$ cat src/rtl/lic_err_pkg.sv
package lic_err_pkg;
  localparam int VEC_W    = 8;
  localparam int ERR_W    = 8;
  localparam int MASK_BIT = 16;

  // Status bit positions (software decodes these)
  localparam int B_TX_CKS   = 0;
  localparam int B_RX_CKS   = 1;
  localparam int B_TX_ACC   = 2;
  localparam int B_RX_ACC   = 3;
  localparam int B_RSVD     = 4;
  localparam int B_TX_ILL   = 5;
  localparam int B_RX_ILL   = 6;
  localparam int B_BAD_ADDR = 7;

  typedef struct packed {
    logic             masked;
    logic [VEC_W-1:0] vec;
  } lvt_entry_t;

  function automatic logic vec_is_illegal(input logic [VEC_W-1:0] v, input int limit);
    return int'(v) < limit;
  endfunction
endpackage

$ cat src/rtl/lic_err_decode.sv
module lic_err_decode #(
  parameter int ADDR_W  = 4,
  parameter int NUM_LVT = 5
) (
  input  logic               wr_en,
  input  logic               rd_en,
  input  logic [ADDR_W-1:0]  addr,
  output logic               sel_esr,
  output logic               sel_eent,
  output logic               esr_wr,
  output logic               eent_wr,
  output logic [NUM_LVT-1:0] lvt_sel,
  output logic [NUM_LVT-1:0] lvt_wr,
  output logic               bad_access
);
  localparam int OFF_ESR   = 0;
  localparam int OFF_EENT  = 1;
  localparam int FIRST_LVT = 2;
  localparam int LAST_OFF  = FIRST_LVT + NUM_LVT - 1;

  assign sel_esr  = (int'(addr) == OFF_ESR);
  assign sel_eent = (int'(addr) == OFF_EENT);
  assign esr_wr   = wr_en & sel_esr;
  assign eent_wr  = wr_en & sel_eent;

  for (genvar g = 0; g < NUM_LVT; g++) begin : g_sel
    assign lvt_sel[g] = (int'(addr) == FIRST_LVT + g);
    assign lvt_wr[g]  = wr_en & lvt_sel[g];
  end

  assign bad_access = (wr_en | rd_en) & (int'(addr) > LAST_OFF);
endmodule

$ cat src/rtl/lic_err_lvt_bank.sv
module lic_err_lvt_bank
  import lic_err_pkg::*;
#(
  parameter int NUM_LVT       = 5,
  parameter int DATA_W        = 32,
  parameter int ILLEGAL_LIMIT = 16
) (
  input  logic               clk,
  input  logic               rst_n,
  input  logic               eent_wr,
  input  logic [NUM_LVT-1:0] lvt_wr,
  input  logic [NUM_LVT-1:0] lvt_sel,
  input  logic [DATA_W-1:0]  wdata,
  output lvt_entry_t         eent_q,
  output logic [DATA_W-1:0]  eent_rdata,
  output logic [DATA_W-1:0]  lvt_rdata,
  output logic               bad_vec_wr
);
  function automatic logic [DATA_W-1:0] to_word(input lvt_entry_t e);
    logic [DATA_W-1:0] w;
    w = '0;
    w[VEC_W-1:0] = e.vec;
    w[MASK_BIT]  = e.masked;
    return w;
  endfunction

  lvt_entry_t wr_entry;
  lvt_entry_t ent_q [NUM_LVT];
  logic       unused_wdata;

  assign wr_entry.masked = wdata[MASK_BIT];
  assign wr_entry.vec    = wdata[VEC_W-1:0];
  assign unused_wdata    = ^wdata;

  always_ff @(posedge clk or negedge rst_n) begin
    if (!rst_n) begin
      eent_q.masked <= 1'b1;
      eent_q.vec    <= '0;
      for (int i = 0; i < NUM_LVT; i++) begin
        ent_q[i].masked <= 1'b1;
        ent_q[i].vec    <= '0;
      end
    end else begin
      if (eent_wr) eent_q <= wr_entry;
      for (int i = 0; i < NUM_LVT; i++)
        if (lvt_wr[i]) ent_q[i] <= wr_entry;
    end
  end

  always_comb begin
    lvt_rdata = '0;
    for (int i = 0; i < NUM_LVT; i++)
      if (lvt_sel[i]) lvt_rdata = lvt_rdata | to_word(ent_q[i]);
  end

  assign eent_rdata = to_word(eent_q);
  assign bad_vec_wr = (eent_wr | (|lvt_wr)) & vec_is_illegal(wr_entry.vec, ILLEGAL_LIMIT);
endmodule

$ cat src/rtl/lic_err_accum.sv
module lic_err_accum
  import lic_err_pkg::*;
(
  input  logic             clk,
  input  logic             rst_n,
  input  logic [ERR_W-1:0] new_ev,
  input  logic             esr_wr,
  input  logic             irq_en,
  input  logic [VEC_W-1:0] irq_vec,
  output logic [ERR_W-1:0] acc_q,
  output logic [ERR_W-1:0] status_q,
  output logic             acc_rise,
  output logic             err_irq,
  output logic [VEC_W-1:0] err_irq_vec
);
  logic [ERR_W-1:0] acc_d;

  // A status write starts a fresh period that keeps same-cycle events
  assign acc_d    = esr_wr ? new_ev : (acc_q | new_ev);
  assign acc_rise = (acc_q == '0) && (acc_d != '0);

  always_ff @(posedge clk or negedge rst_n) begin
    if (!rst_n) begin
      acc_q       <= '0;
      status_q    <= '0;
      err_irq     <= 1'b0;
      err_irq_vec <= '0;
    end else begin
      acc_q   <= acc_d;
      err_irq <= acc_rise & irq_en;
      if (esr_wr) status_q <= acc_q;
      if (acc_rise & irq_en) err_irq_vec <= irq_vec;
    end
  end
endmodule

$ cat src/rtl/lic_err_unit.sv
module lic_err_unit
  import lic_err_pkg::*;
#(
  parameter int ADDR_W        = 4,
  parameter int DATA_W        = 32,
  parameter int NUM_LVT       = 5,
  parameter int ILLEGAL_LIMIT = 16
) (
  input  logic              clk,
  input  logic              rst_n,
  input  logic              wr_en,
  input  logic              rd_en,
  input  logic [ADDR_W-1:0] addr,
  input  logic [DATA_W-1:0] wdata,
  output logic [DATA_W-1:0] rdata,
  input  logic [3:0]        ev_link,
  input  logic              tx_valid,
  input  logic [7:0]        tx_vec,
  input  logic              rx_valid,
  input  logic [7:0]        rx_vec,
  output logic              err_irq,
  output logic [7:0]        err_irq_vec
);
  logic               sel_esr, sel_eent, esr_wr, eent_wr, bad_access;
  logic [NUM_LVT-1:0] lvt_sel, lvt_wr;
  lvt_entry_t         eent_q;
  logic [DATA_W-1:0]  eent_rdata, lvt_rdata;
  logic               bad_vec_wr, irq_en, acc_rise;
  logic [ERR_W-1:0]   new_ev, acc_q, status_q;

  lic_err_decode #(.ADDR_W(ADDR_W), .NUM_LVT(NUM_LVT)) u_dec (
    .wr_en(wr_en), .rd_en(rd_en), .addr(addr),
    .sel_esr(sel_esr), .sel_eent(sel_eent), .esr_wr(esr_wr), .eent_wr(eent_wr),
    .lvt_sel(lvt_sel), .lvt_wr(lvt_wr), .bad_access(bad_access)
  );

  lic_err_lvt_bank #(.NUM_LVT(NUM_LVT), .DATA_W(DATA_W), .ILLEGAL_LIMIT(ILLEGAL_LIMIT)) u_bank (
    .clk(clk), .rst_n(rst_n), .eent_wr(eent_wr), .lvt_wr(lvt_wr), .lvt_sel(lvt_sel),
    .wdata(wdata), .eent_q(eent_q), .eent_rdata(eent_rdata), .lvt_rdata(lvt_rdata),
    .bad_vec_wr(bad_vec_wr)
  );

  always_comb begin
    new_ev             = '0;
    new_ev[B_TX_CKS]   = ev_link[0];
    new_ev[B_RX_CKS]   = ev_link[1];
    new_ev[B_TX_ACC]   = ev_link[2];
    new_ev[B_RX_ACC]   = ev_link[3];
    new_ev[B_TX_ILL]   = tx_valid & vec_is_illegal(tx_vec, ILLEGAL_LIMIT);
    new_ev[B_RX_ILL]   = (rx_valid & vec_is_illegal(rx_vec, ILLEGAL_LIMIT)) | bad_vec_wr;
    new_ev[B_BAD_ADDR] = bad_access;
  end

  assign irq_en = ~eent_q.masked;

  lic_err_accum u_acc (
    .clk(clk), .rst_n(rst_n), .new_ev(new_ev), .esr_wr(esr_wr), .irq_en(irq_en),
    .irq_vec(eent_q.vec), .acc_q(acc_q), .status_q(status_q), .acc_rise(acc_rise),
    .err_irq(err_irq), .err_irq_vec(err_irq_vec)
  );

  always_comb begin
    rdata = '0;
    if (sel_esr)       rdata[ERR_W-1:0] = status_q;
    else if (sel_eent) rdata = eent_rdata;
    else               rdata = lvt_rdata;
  end
endmodule

$ cat config.mk
export PLATFORM = sky130hd
export DESIGN_NAME = lic_err_unit
export DESIGN_NICKNAME = d
export VERILOG_FILES = /design/src/rtl/lic_err_pkg.sv /design/src/rtl/lic_err_decode.sv /design/src/rtl/lic_err_lvt_bank.sv /design/src/rtl/lic_err_accum.sv /design/src/rtl/lic_err_unit.sv
export SDC_FILE = /design/constraint.sdc
export NUM_CORES = 1
export LEC_CHECK = 0
export CAP_MARGIN = 25
export CORE_UTILIZATION = 40
export DETAILED_ROUTE_END_ITERATION = 12
export PLACE_DENSITY = 0.74
export SYNTH_ARGS = -nofsm -noshare
export SYNTH_HDL_FRONTEND = slang
export SYNTH_SLANG_ARGS = --single-unit
$ cat constraint.sdc
create_clock -name clk -period 1.5 [get_ports clk]
set_clock_uncertainty 0.05 [all_clocks]
set_input_delay 0.15 -clock clk [delete_from_list [all_inputs] [get_ports clk]]
set_output_delay 0.15 -clock clk [all_outputs]
set_load 0.01 [all_outputs]
### Word-level counts from Yosys, hierarchy flattened

Index checks and enable logic that the tools add are counted.

* add/subtract/negate cells: 0
* multipliers: 0
* equal/unequal tests: 6
* muxes and demuxes: 9
* reduce and logical (&&, ||, !) cells: 5
* bitwise logic cells: 21
* shift operators: 0
* div/mod/pow operators: 0
* order comparisons: 4

Operators with widths (count)
* 32-bit two-way mux: 5
* 32-bit by 17-bit bitwise OR with 32-bit output: 3
* 8-bit by 5-bit less-than comparator with 1-bit output (second input constant): 3
* 24-bit two-way mux: 1
* 17-bit two-way mux: 1
* 17-bit bitwise OR: 1
* 8-bit two-way mux: 2
* 1-bit bitwise AND: 12
* 4-bit equality test (second input constant): 3
* 4-bit by 3-bit equality test with 1-bit output (second input constant): 2
* 8-bit zero test: 1
* 8-bit bitwise OR: 1
* 8-bit nonzero test: 1
* 5-bit OR reduction: 1
* 4-bit by 2-bit equality test with 1-bit output (second input constant): 1
* 4-bit by 3-bit > comparator with 1-bit output (second input constant): 1
* 4-bit zero test: 1
* 1-bit bitwise OR: 3
* 1-bit logical AND: 1
* 1-bit inverter: 1

* output and inout bits: 41
* bits in writable memories: 0
* memories: 0
* bits in read-only memories: 0
* bits in latches: 0
* register bits after elaboration: 79
* logic and storage cells: 61

### Longest topological paths before layout

Gate-level depths: netlist of run 1.

* depth in word-level cells: 12
* mapped depth: 7

### Cells and area by module

Synthesis of run 1 repeated with hierarchy kept, for this count alone.

* cell total of the unflattened synthesis: 375
* area total of the unflattened synthesis: 4340.4 µm²

By module, submodules not included
* lic_err_lvt_bank: times used 1, sequential area each 1358.8 µm², area each 2650.0 µm², cells each 206
* lic_err_accum: times used 1, sequential area each 625.6 µm², area each 973.4 µm², cells each 60
* lic_err_unit: times used 1, sequential area each 0.0 µm², area each 591.8 µm², cells each 86
* lic_err_decode: times used 1, sequential area each 0.0 µm², area each 125.1 µm², cells each 23

### Worst setup path before layout of run 1

Ideal clock, no wire load.

* path type: input -> register
* start point: input wdata[6]
* end point: register u_acc.err_irq_vec[0]
* setup slack: -0.342 ns
* buffers on the path: 0
* arrival time: 1.667 ns
* required time: 1.325 ns
* stages: 5
* cell sequence: or4_1 -> nor4_2 -> a21oi_2 -> a31oi_4 -> mux2_2

* cells in the longest elaborated chain, start to end: 8

RTL lines
* start, declared: line lic_err_unit.sv:14 `input logic [DATA_W-1:0] wdata,`
* 8-bit by 5-bit less-than comparator with 1-bit output (*): line lic_err_pkg.sv:22 `return int'(v) < limit;`
* 1-bit bitwise AND (*): line lic_err_lvt_bank.sv:57 `assign bad_vec_wr = (eent_wr | (|lvt_wr)) & vec_is_illegal(wr_entry.vec, ILLEGAL_LIMIT);`
* 1-bit bitwise OR (*): line lic_err_unit.sv:50 `new_ev[B_RX_ILL] = (rx_valid & vec_is_illegal(rx_vec, ILLEGAL_LIMIT)) | bad_vec_wr;`
* 8-bit bitwise OR: line lic_err_accum.sv:19 `assign acc_d = esr_wr ? new_ev : (acc_q | new_ev);`
* 8-bit two-way mux (*): line lic_err_accum.sv:19
* 8-bit nonzero test (*): line lic_err_accum.sv:20 `assign acc_rise = (acc_q == '0) && (acc_d != '0);`
* 1-bit logical AND (*): line lic_err_accum.sv:20
* 1-bit bitwise AND (*): line lic_err_accum.sv:32 `if (acc_rise & irq_en) err_irq_vec <= irq_vec;`
* end signal, assigned: line lic_err_accum.sv:32
* end, declared: line lic_err_accum.sv:14 `output logic [VEC_W-1:0] err_irq_vec`

Every way passes the cells marked *; elsewhere a longest branch is shown, timed or not.
A chain may end at the register's enable or synchronous reset.

### Final worst setup path of run 1

* start point: register u_bank.ent_q[35] (netlist bit)
* end point: output rdata[16]

* cells in the longest elaborated chain, start to end: 10

RTL lines
* start, declared: line lic_err_lvt_bank.sv:28 `lvt_entry_t ent_q [NUM_LVT];`
* start signal, assigned by index: line lic_err_lvt_bank.sv:46 `if (lvt_wr[i]) ent_q[i] <= wr_entry;`
* 17-bit bitwise OR (*): line lic_err_lvt_bank.sv:53 `if (lvt_sel[i]) lvt_rdata = lvt_rdata | to_word(ent_q[i]);`
* 32-bit two-way mux (*): line lic_err_lvt_bank.sv:53
* 32-bit by 17-bit bitwise OR with 32-bit output: line lic_err_lvt_bank.sv:53
* 32-bit two-way mux (*): line lic_err_lvt_bank.sv:53
* 32-bit by 17-bit bitwise OR with 32-bit output: line lic_err_lvt_bank.sv:53
* 32-bit two-way mux (*): line lic_err_lvt_bank.sv:53
* 32-bit by 17-bit bitwise OR with 32-bit output: line lic_err_lvt_bank.sv:53
* 32-bit two-way mux (*): line lic_err_lvt_bank.sv:53
* 32-bit two-way mux (*): line lic_err_unit.sv:65 `else if (sel_eent) rdata = eent_rdata;`
* 24-bit two-way mux (*): line lic_err_unit.sv:64 `if (sel_esr) rdata[ERR_W-1:0] = status_q;`
* end, declared: line lic_err_unit.sv:15 `output logic [DATA_W-1:0] rdata,`

Marks and branches as above.

==> results.md, run 1 <==
* Status: finished, violations left
* Violated checks: negative setup slack
* PnR Total Power at approximately 5.7 mW
* Vias per cell at roughly 5.2
* Global route overflow at 0
* DP HPWL at around 6.4 mm
* Required time worst endpoint at 1.30 ns
* Row cnt at 34
* Final Hold Vio Count at 0
* Reg2Reg Depth at 5
* Worst Hold Class: in -> async
* Die ar. at 0.009762 sq mm
* CP Max Fanout at 2
* Worst EP arrival at between 1.5 and 2 ns
* Clock sinks at ~80
* Setup_tns at -4.102 ns
* # port buffers at 48
* Fin worst setup slack at -0.3173 ns
* Fmax at 550.3 MHz
* Chip width at 98.81 microns
* WHS at between 0.15 and 0.2 ns
* RSZ-0062 raised after global routing: yes
* Largest net degree at the start of global routing at 35
* Post-route ant nets at 0
* Final Non-Filler Cells at around 530
* Clk slew on worst S/H paths at about 0.08 ns
* H-tree Lvls at 3
* Reg-to-reg endpoint: u_acc.err_irq_vec[2]$_DFFE_PN0P_
* DRC violations left at 0
* Slowest stage cell, crit path: dfstp_2
* Static leakage at 2.422 nW
* Final #Nets at between 400 and 500
* Shortest period the worst path allows at approximately 1.8 ns
* R2r startpoint: u_acc.acc_q[5]$_DFF_PN0_
* Final setup fails at 34
* Synth top area share at between 40% and 50%
* Distinct cells, synth at 38
* Crit Path Class: reg -> out
* Top cells by area, synth: dfrtp_1 49%, mux2_2 21%, buf_4 4.6%
* Fill cell count at 721
* Placed cells at 498
* YS warnings at 0
* Crit path launch type: register
* Post-synthesis cell count at about 300
* Io pins at 103
* Root Buffer: clkbuf_8
* Avg Synthesized Cell Area at between 10 and 15 sq um
* Initial core utilization at between 40% and 50%
* Num CTS Buffers at 9
* Post-layout util at between 50 and 60%
* Share of cells above drive strength 1 at between 40% and 50%
* Area growth syn-to-layout at 38.75%
* Ys flop type: dfrtp_1
* Die Span Y at roughly 99 microns
* CTS tree: yes
* Most instantiated library cell after synthesis: dfrtp_1
* Fin crit share at 121.2%
* Post-synthesis sequential area ratio at between 50% and 60%
* Post-synthesis async set-or-reset flop share at 100.0%
* Vias in the first global route at 2881
* Total wire length at approximately 9.0 mm
* Worst setup EP type: primary output
* Max clock buf depth at 2
* Critical Path, Cell by Cell: a21oi_1 > o21bai_1 > a2111oi_1 > buf_2
* Cell taking the most area after synthesis: dfrtp_1
* DR vias at 2728
* Power Dens Cells at approximately 1100 mW/mm^2
* Pins over their slew limit at 0
* Worst-skew pair later-pin latency at ~0.36 ns
* Initial antenna violation count at 0
* Global-route wire length before repair at 14.63 mm
* WL/cell at approximately 17 microns
* Number of synthesized flops with an enable pin at 0
* Core ar. at 0.008891 sq mm
* Synth top cells by count: 73 x dfrtp_1, 70 x mux2_2, 29 x nand2_1
* # Max-Cap Violations at 0
* FF-to-FF setup slack at -0.30 ns
* CP peak stage delay at around 0.54 ns
* TritonRoute pass-1 iters at 4
* Flops & latches, synth at 79
* Diode count at 0
* Mapped cell area at around 0.0037 sq mm
* Detailed Route Iter0 Violations at 86
* All-Layer GR Usage at about a fifth
* VDD IR max at 0.0006798 V
* Routability cong. at approximately 0.78
per-layer routing:
metal  global-route usage (%)  vias up  part of all wire, %  wire length, microns
met5                        0        -                    0                     0
met2                    33.08       74                   52                  4639
met1                    24.27     1377                   43                  3891
met4                    6.889        0                  1.2                   104
li1                         -     1265                    -                     -
met3                    5.461       12                  4.0                   357
cell families after synthesis:
family | Yosys count | share of synthesized area, %
buffers and inverters | 39 | 6.308
and+or+nand+nor | 60 | 8.044
DFF | 79 | 52.94
other | 1 | 0.1000
muxes | 85 | 25.03
AOI/OAI and AO/OA | 38 | 7.577
report_power, final:
part,switching [mW],leakage (nW),internal [mW]
clock,0.798,0.110,0.942
sequential,0.256,0.950,2.56
combinational,0.494,1.36,0.697
through the flow:
step	worst slack [ns]	cell area, sq um
2_1_floorplan	-0.2668	3930
3_3_place_gp	-0.8997	4740
3_5_place_dp	-0.9095	4740
4_1_cts	-0.3647	5114
5_1_grt	-0.4003	5201
6_report	-0.3173	5201
placed cells by master, fill, tap and decap left out, types with 4 or more instances in the layout:
master,n
buf_6,8
mux2i_1,15
o21ai_1,7
conb_1,23
dlygate4sd2_1,7
a22oi_2,6
o221ai_2,6
dlymetal6s2s_1,6
clkdlybuf4s50_1,22
dfrtp_1,73
mux2_2,54
clkbuf_8,9
dfstp_2,6
mux2_4,16
buf_4,53
buf_12,5
buf_2,9
nand2_1,28
a21o_1,4
worst max-delay path, delay by kind of cell, from the launching register on:
kind | cells | cell delay [ns]
buffers and inverters | 1 | 0.20
flip-flops | 1 | 0.54
AO/OA/AOI/OAI | 3 | 0.54
area by class of cell:
| type | count | area (sq um) | share of cell area (%) |
|---|---|---|---|
| multi-input cells | 206 | 1819 | 34.98 |
| clock inverters | 6 | 95.09 | 1.828 |
| clock buffers | 9 | 123.9 | 2.382 |
| repair buffers | 114 | 1032 | 19.85 |
| well taps | 108 | 135.1 | 2.598 |
| inverters | 3 | 11.26 | 0.2165 |
| flip-flops and latches | 79 | 1984 | 38.15 |
timing repair:
item	in CTS	in global routing
setup buffers	9	2
pin swaps	18	10
hold endpoints to repair	59	0
hold buffers	1	0
endpoints found under the setup margin	79	55
gates resized for setup	83	18
registers in the layout, indices dropped and copies added (netlist names):
signal	count
u_acc.err_irq_vec	8
u_acc.acc_q	8
u_bank.ent_q	45
u_acc.status_q	8
u_acc.err_irq	1
u_bank.eent_q	9
how the worst max path moves through the flow:
stage	from	to	slack [ns]	cells after the start
after floorplan	wdata[6]	u_acc.err_irq_vec[0]$_DFFE_PN0P_	-0.27	5
after global placement	wdata[7]	u_acc.err_irq_vec[3]$_DFFE_PN0P_	-0.90	7
after detailed placement	wdata[7]	u_acc.err_irq_vec[2]$_DFFE_PN0P_	-0.91	7
after CTS	u_bank.ent_q[8]$_DFFE_PN1P_	rdata[16]	-0.36	5
after global routing	u_bank.ent_q[8]$_DFFE_PN1P_	rdata[16]	-0.40	5
final	u_bank.ent_q[35]$_DFFE_PN1P_	rdata[16]	-0.32	4
Power figures use the tool's default switching activity.
==> run 2, diff against run 1 <==
--- a/config.mk
+++ b/config.mk
@@ -8,7 +8,8 @@
 export CAP_MARGIN = 25
 export CORE_UTILIZATION = 40
 export DETAILED_ROUTE_END_ITERATION = 12
-export PLACE_DENSITY = 0.74
+export DONT_BUFFER_PORTS = 1
+export PLACE_DENSITY = 0.59
 export SYNTH_ARGS = -nofsm -noshare
 export SYNTH_HDL_FRONTEND = slang
 export SYNTH_SLANG_ARGS = --single-unit
==> results.md, run 2 (synthesized netlist as in run 1, its figures left out) <==
* Shortest period the worst path allows at 1.784 ns (-0.03361 ns)
* Commonest non-fill, non-tap cell in the layout: dfrtp_1
* CTS tree: yes
* Static leakage at 2.007 nW (-17%)
* Status: finished, violations left
* Share of cells above drive strength 1 at 41.85% (-5.1 points)
* Final #Nets at 413 (-13%)
* Initial core utilization at 42.16% (unchanged)
* Total wire length at 8.728 mm (-2.9%)
* Vias per cell at 5.304 (+2.1%)
* Design Area, Final at 0.004627 sq mm (-11%)
* Worst setup EP type: primary output
* Fmax at 560.6 MHz (+1.9%)
* CP peak stage delay at 0.54 ns (about the same)
* Io pins at 103 (unchanged)
* Clk slew on worst S/H paths at 0.08 ns (about the same)
* FF-to-FF setup slack at -0.21 ns (+0.09 ns)
* Largest regs: u_bank.ent_q: 45 flops, u_bank.eent_q: 9 flops
* # Max-Cap Violations at 0 (unchanged)
* Buf/Inv on CP at 1 (unchanged)
* Diode count at 0 (unchanged)
* Post-route ant nets at 0 (unchanged)
* Detailed Route Iter0 Violations at 108 (+26%)
* Most frequent cells in the layout: 73 x dfrtp_1, 53 x mux2_2, 31 x buf_4, 27 x nand2_1, 23 x conb_1
* Final Hold Vio Count at 79 (+79)
* Biggest register: u_bank.ent_q
* Worst EP arrival at 1.58 ns (-0.04 ns)
* Global-route wire length before repair at 14.10 mm (-3.6%)
* CP delay by family, top: flip-flops
* Fin crit share at 118.9% (-2.2 points)
* Core ar. at 0.008891 sq mm (unchanged)
* Routability cong. at 0.7695 (-1.7%)
* # port buffers at 0 (-100%)
* DP HPWL at 5.735 mm (-10%)
* Hold_buf cts at 17 (+16)
* Vias in the first global route at 2602 (-9.7%)
* Power Dens Cells at 1186 mW/mm^2 (+7.4%)
* Setup_tns at -2.772 ns (+1.331 ns)
* WHS at -0.5581 ns (-0.7553 ns)
* R2r startpoint: u_acc.acc_q[4]$_DFF_PN0_
* Post-layout util at 52.04% (-6.5 points)
* RSZ-0062 raised after global routing: yes
* Critical Path, Cell by Cell: a21oi_1 > o21bai_4 > a2111oi_2 > buf_4
* Largest net degree at the start of global routing at 80 (+130%)
* Worst Hold Class: in -> async
* H-tree Lvls at 3 (unchanged)
* Die ar. at 0.009762 sq mm (unchanged)
* DR vias at 2461 (-9.8%)
* Row cnt at 34 (unchanged)
* Required time worst endpoint at 1.30 ns (about the same)
* Pins over their slew limit at 0 (unchanged)
* Clock sinks at 79 (unchanged)
* Root Buffer: clkbuf_8
* Global route overflow at 0 (unchanged)
* VDD IR max at 0.0006404 V (-5.8%)
* All-Layer GR Usage at 19.47% (-0.17 points)
* Violated checks: negative hold slack, negative setup slack
* DRC violations left at 0 (unchanged)
* Worst-skew pair later-pin latency at 0.35 ns (about the same)
* Fin worst setup slack at -0.2837 ns (+0.03361 ns)
* TritonRoute pass-1 iters at 4 (unchanged)
* Num CTS Buffers at 9 (unchanged)
* Reg2Reg Depth at 5 (unchanged)
* Chip width at 98.81 microns (unchanged)
* Initial antenna violation count at 0 (unchanged)
* Die Span Y at 98.81 microns (unchanged)
* Crit Path Class: reg -> out
* Crit path launch type: register
* Largest register FFs at 45 (unchanged)
* Setup slack at placement at -0.3303 ns (+0.5792 ns)
* Max clock buf depth at 2 (unchanged)
* Reg-to-reg endpoint: u_acc.err_irq_vec[6]$_DFFE_PN0P_
* Final setup fails at 16 (-53%)
* CP Max Fanout at 2 (unchanged)
* Fill cell count at 780 (+8.2%)
* Area growth syn-to-layout at 23.43%
* Placed cell areas at 0.004084 sq mm (-14%)
* Slowest stage cell, crit path: dfstp_2
* WL/cell at 18.81 microns (+9.8%)
-- run 2: cell types whose count changed in the layout (fill, tap and decap cells not counted), sizes merged, moves of 2 or more --
cell,change
clkdlybuf4s15,-3
dlymetal6s2s,-6
buf,-41
clkdlybuf4s50,-22
clkbuf,+5
dlygate4sd2,-7
dlygate4sd3,+16
clkinv,-2
-- run 2: repair_timing --
item / CTS / global route
endpoints found under the hold margin: 140 / 79
pin swaps: 20 / 9
setup endpoints to repair: 17 / 17
resized for setup: 25 / 8
buffers inserted: 1 / 1
cloned: 1 / 0
-- run 2: stage by stage --
step                      power (mW)  hold slack (ns)  cells
final                          5.490          -0.5581    464
after global routing           5.757          -0.5860    464
after CTS                      5.519          -0.5807    463
after detailed placement       3.646          -0.1935    428
after global placement         3.608          -0.1930    428
after floorplan                3.458          -0.1956    324
-- run 2: power by group --
| group | switching (mW) | total (mW) | internal (mW) |
|---|---|---|---|
| logic | 0.345 | 0.917 | 0.572 |
| clock network | 0.733 | 1.76 | 1.03 |
| registers | 0.254 | 2.81 | 2.56 |
-- run 2: area by class of cell --
type | instances | area, sq um | area share [%]
well taps | 108 | 135.1 | 2.921
inverters | 3 | 11.26 | 0.2434
repair buffers | 52 | 488.0 | 10.55
clock buffers | 13 | 158.9 | 3.434
clock inverters | 3 | 65.06 | 1.406
multi-input cells | 206 | 1784 | 38.56
flip-flops and latches | 79 | 1984 | 42.89
-- run 2: per-layer routing --
metal | vias to the layer above | global-route usage [%] | share of wire [%]
li1 | 1143 | - | -
met1 | 1240 | 25.43 | 45
met2 | 65 | 31.20 | 49
met3 | 13 | 4.468 | 4.9
met4 | 0 | 8.266 | 1.7
met5 | - | 0 | 0
-- run 2: worst max path at each step --
stage	from	endpoint	slack, ns	cells after the start
after floorplan	wdata[6]	u_acc.err_irq_vec[0]$_DFFE_PN0P_	-0.27	5
after global placement	wdata[6]	u_acc.err_irq_vec[0]$_DFFE_PN0P_	-0.31	6
after detailed placement	wdata[6]	u_acc.err_irq_vec[7]$_DFFE_PN0P_	-0.33	6
after CTS	u_bank.ent_q[8]$_DFFE_PN1P_	rdata[16]	-0.33	5
after global routing	u_bank.ent_q[8]$_DFFE_PN1P_	rdata[16]	-0.38	5
final	u_bank.ent_q[35]$_DFFE_PN1P_	rdata[16]	-0.28	4
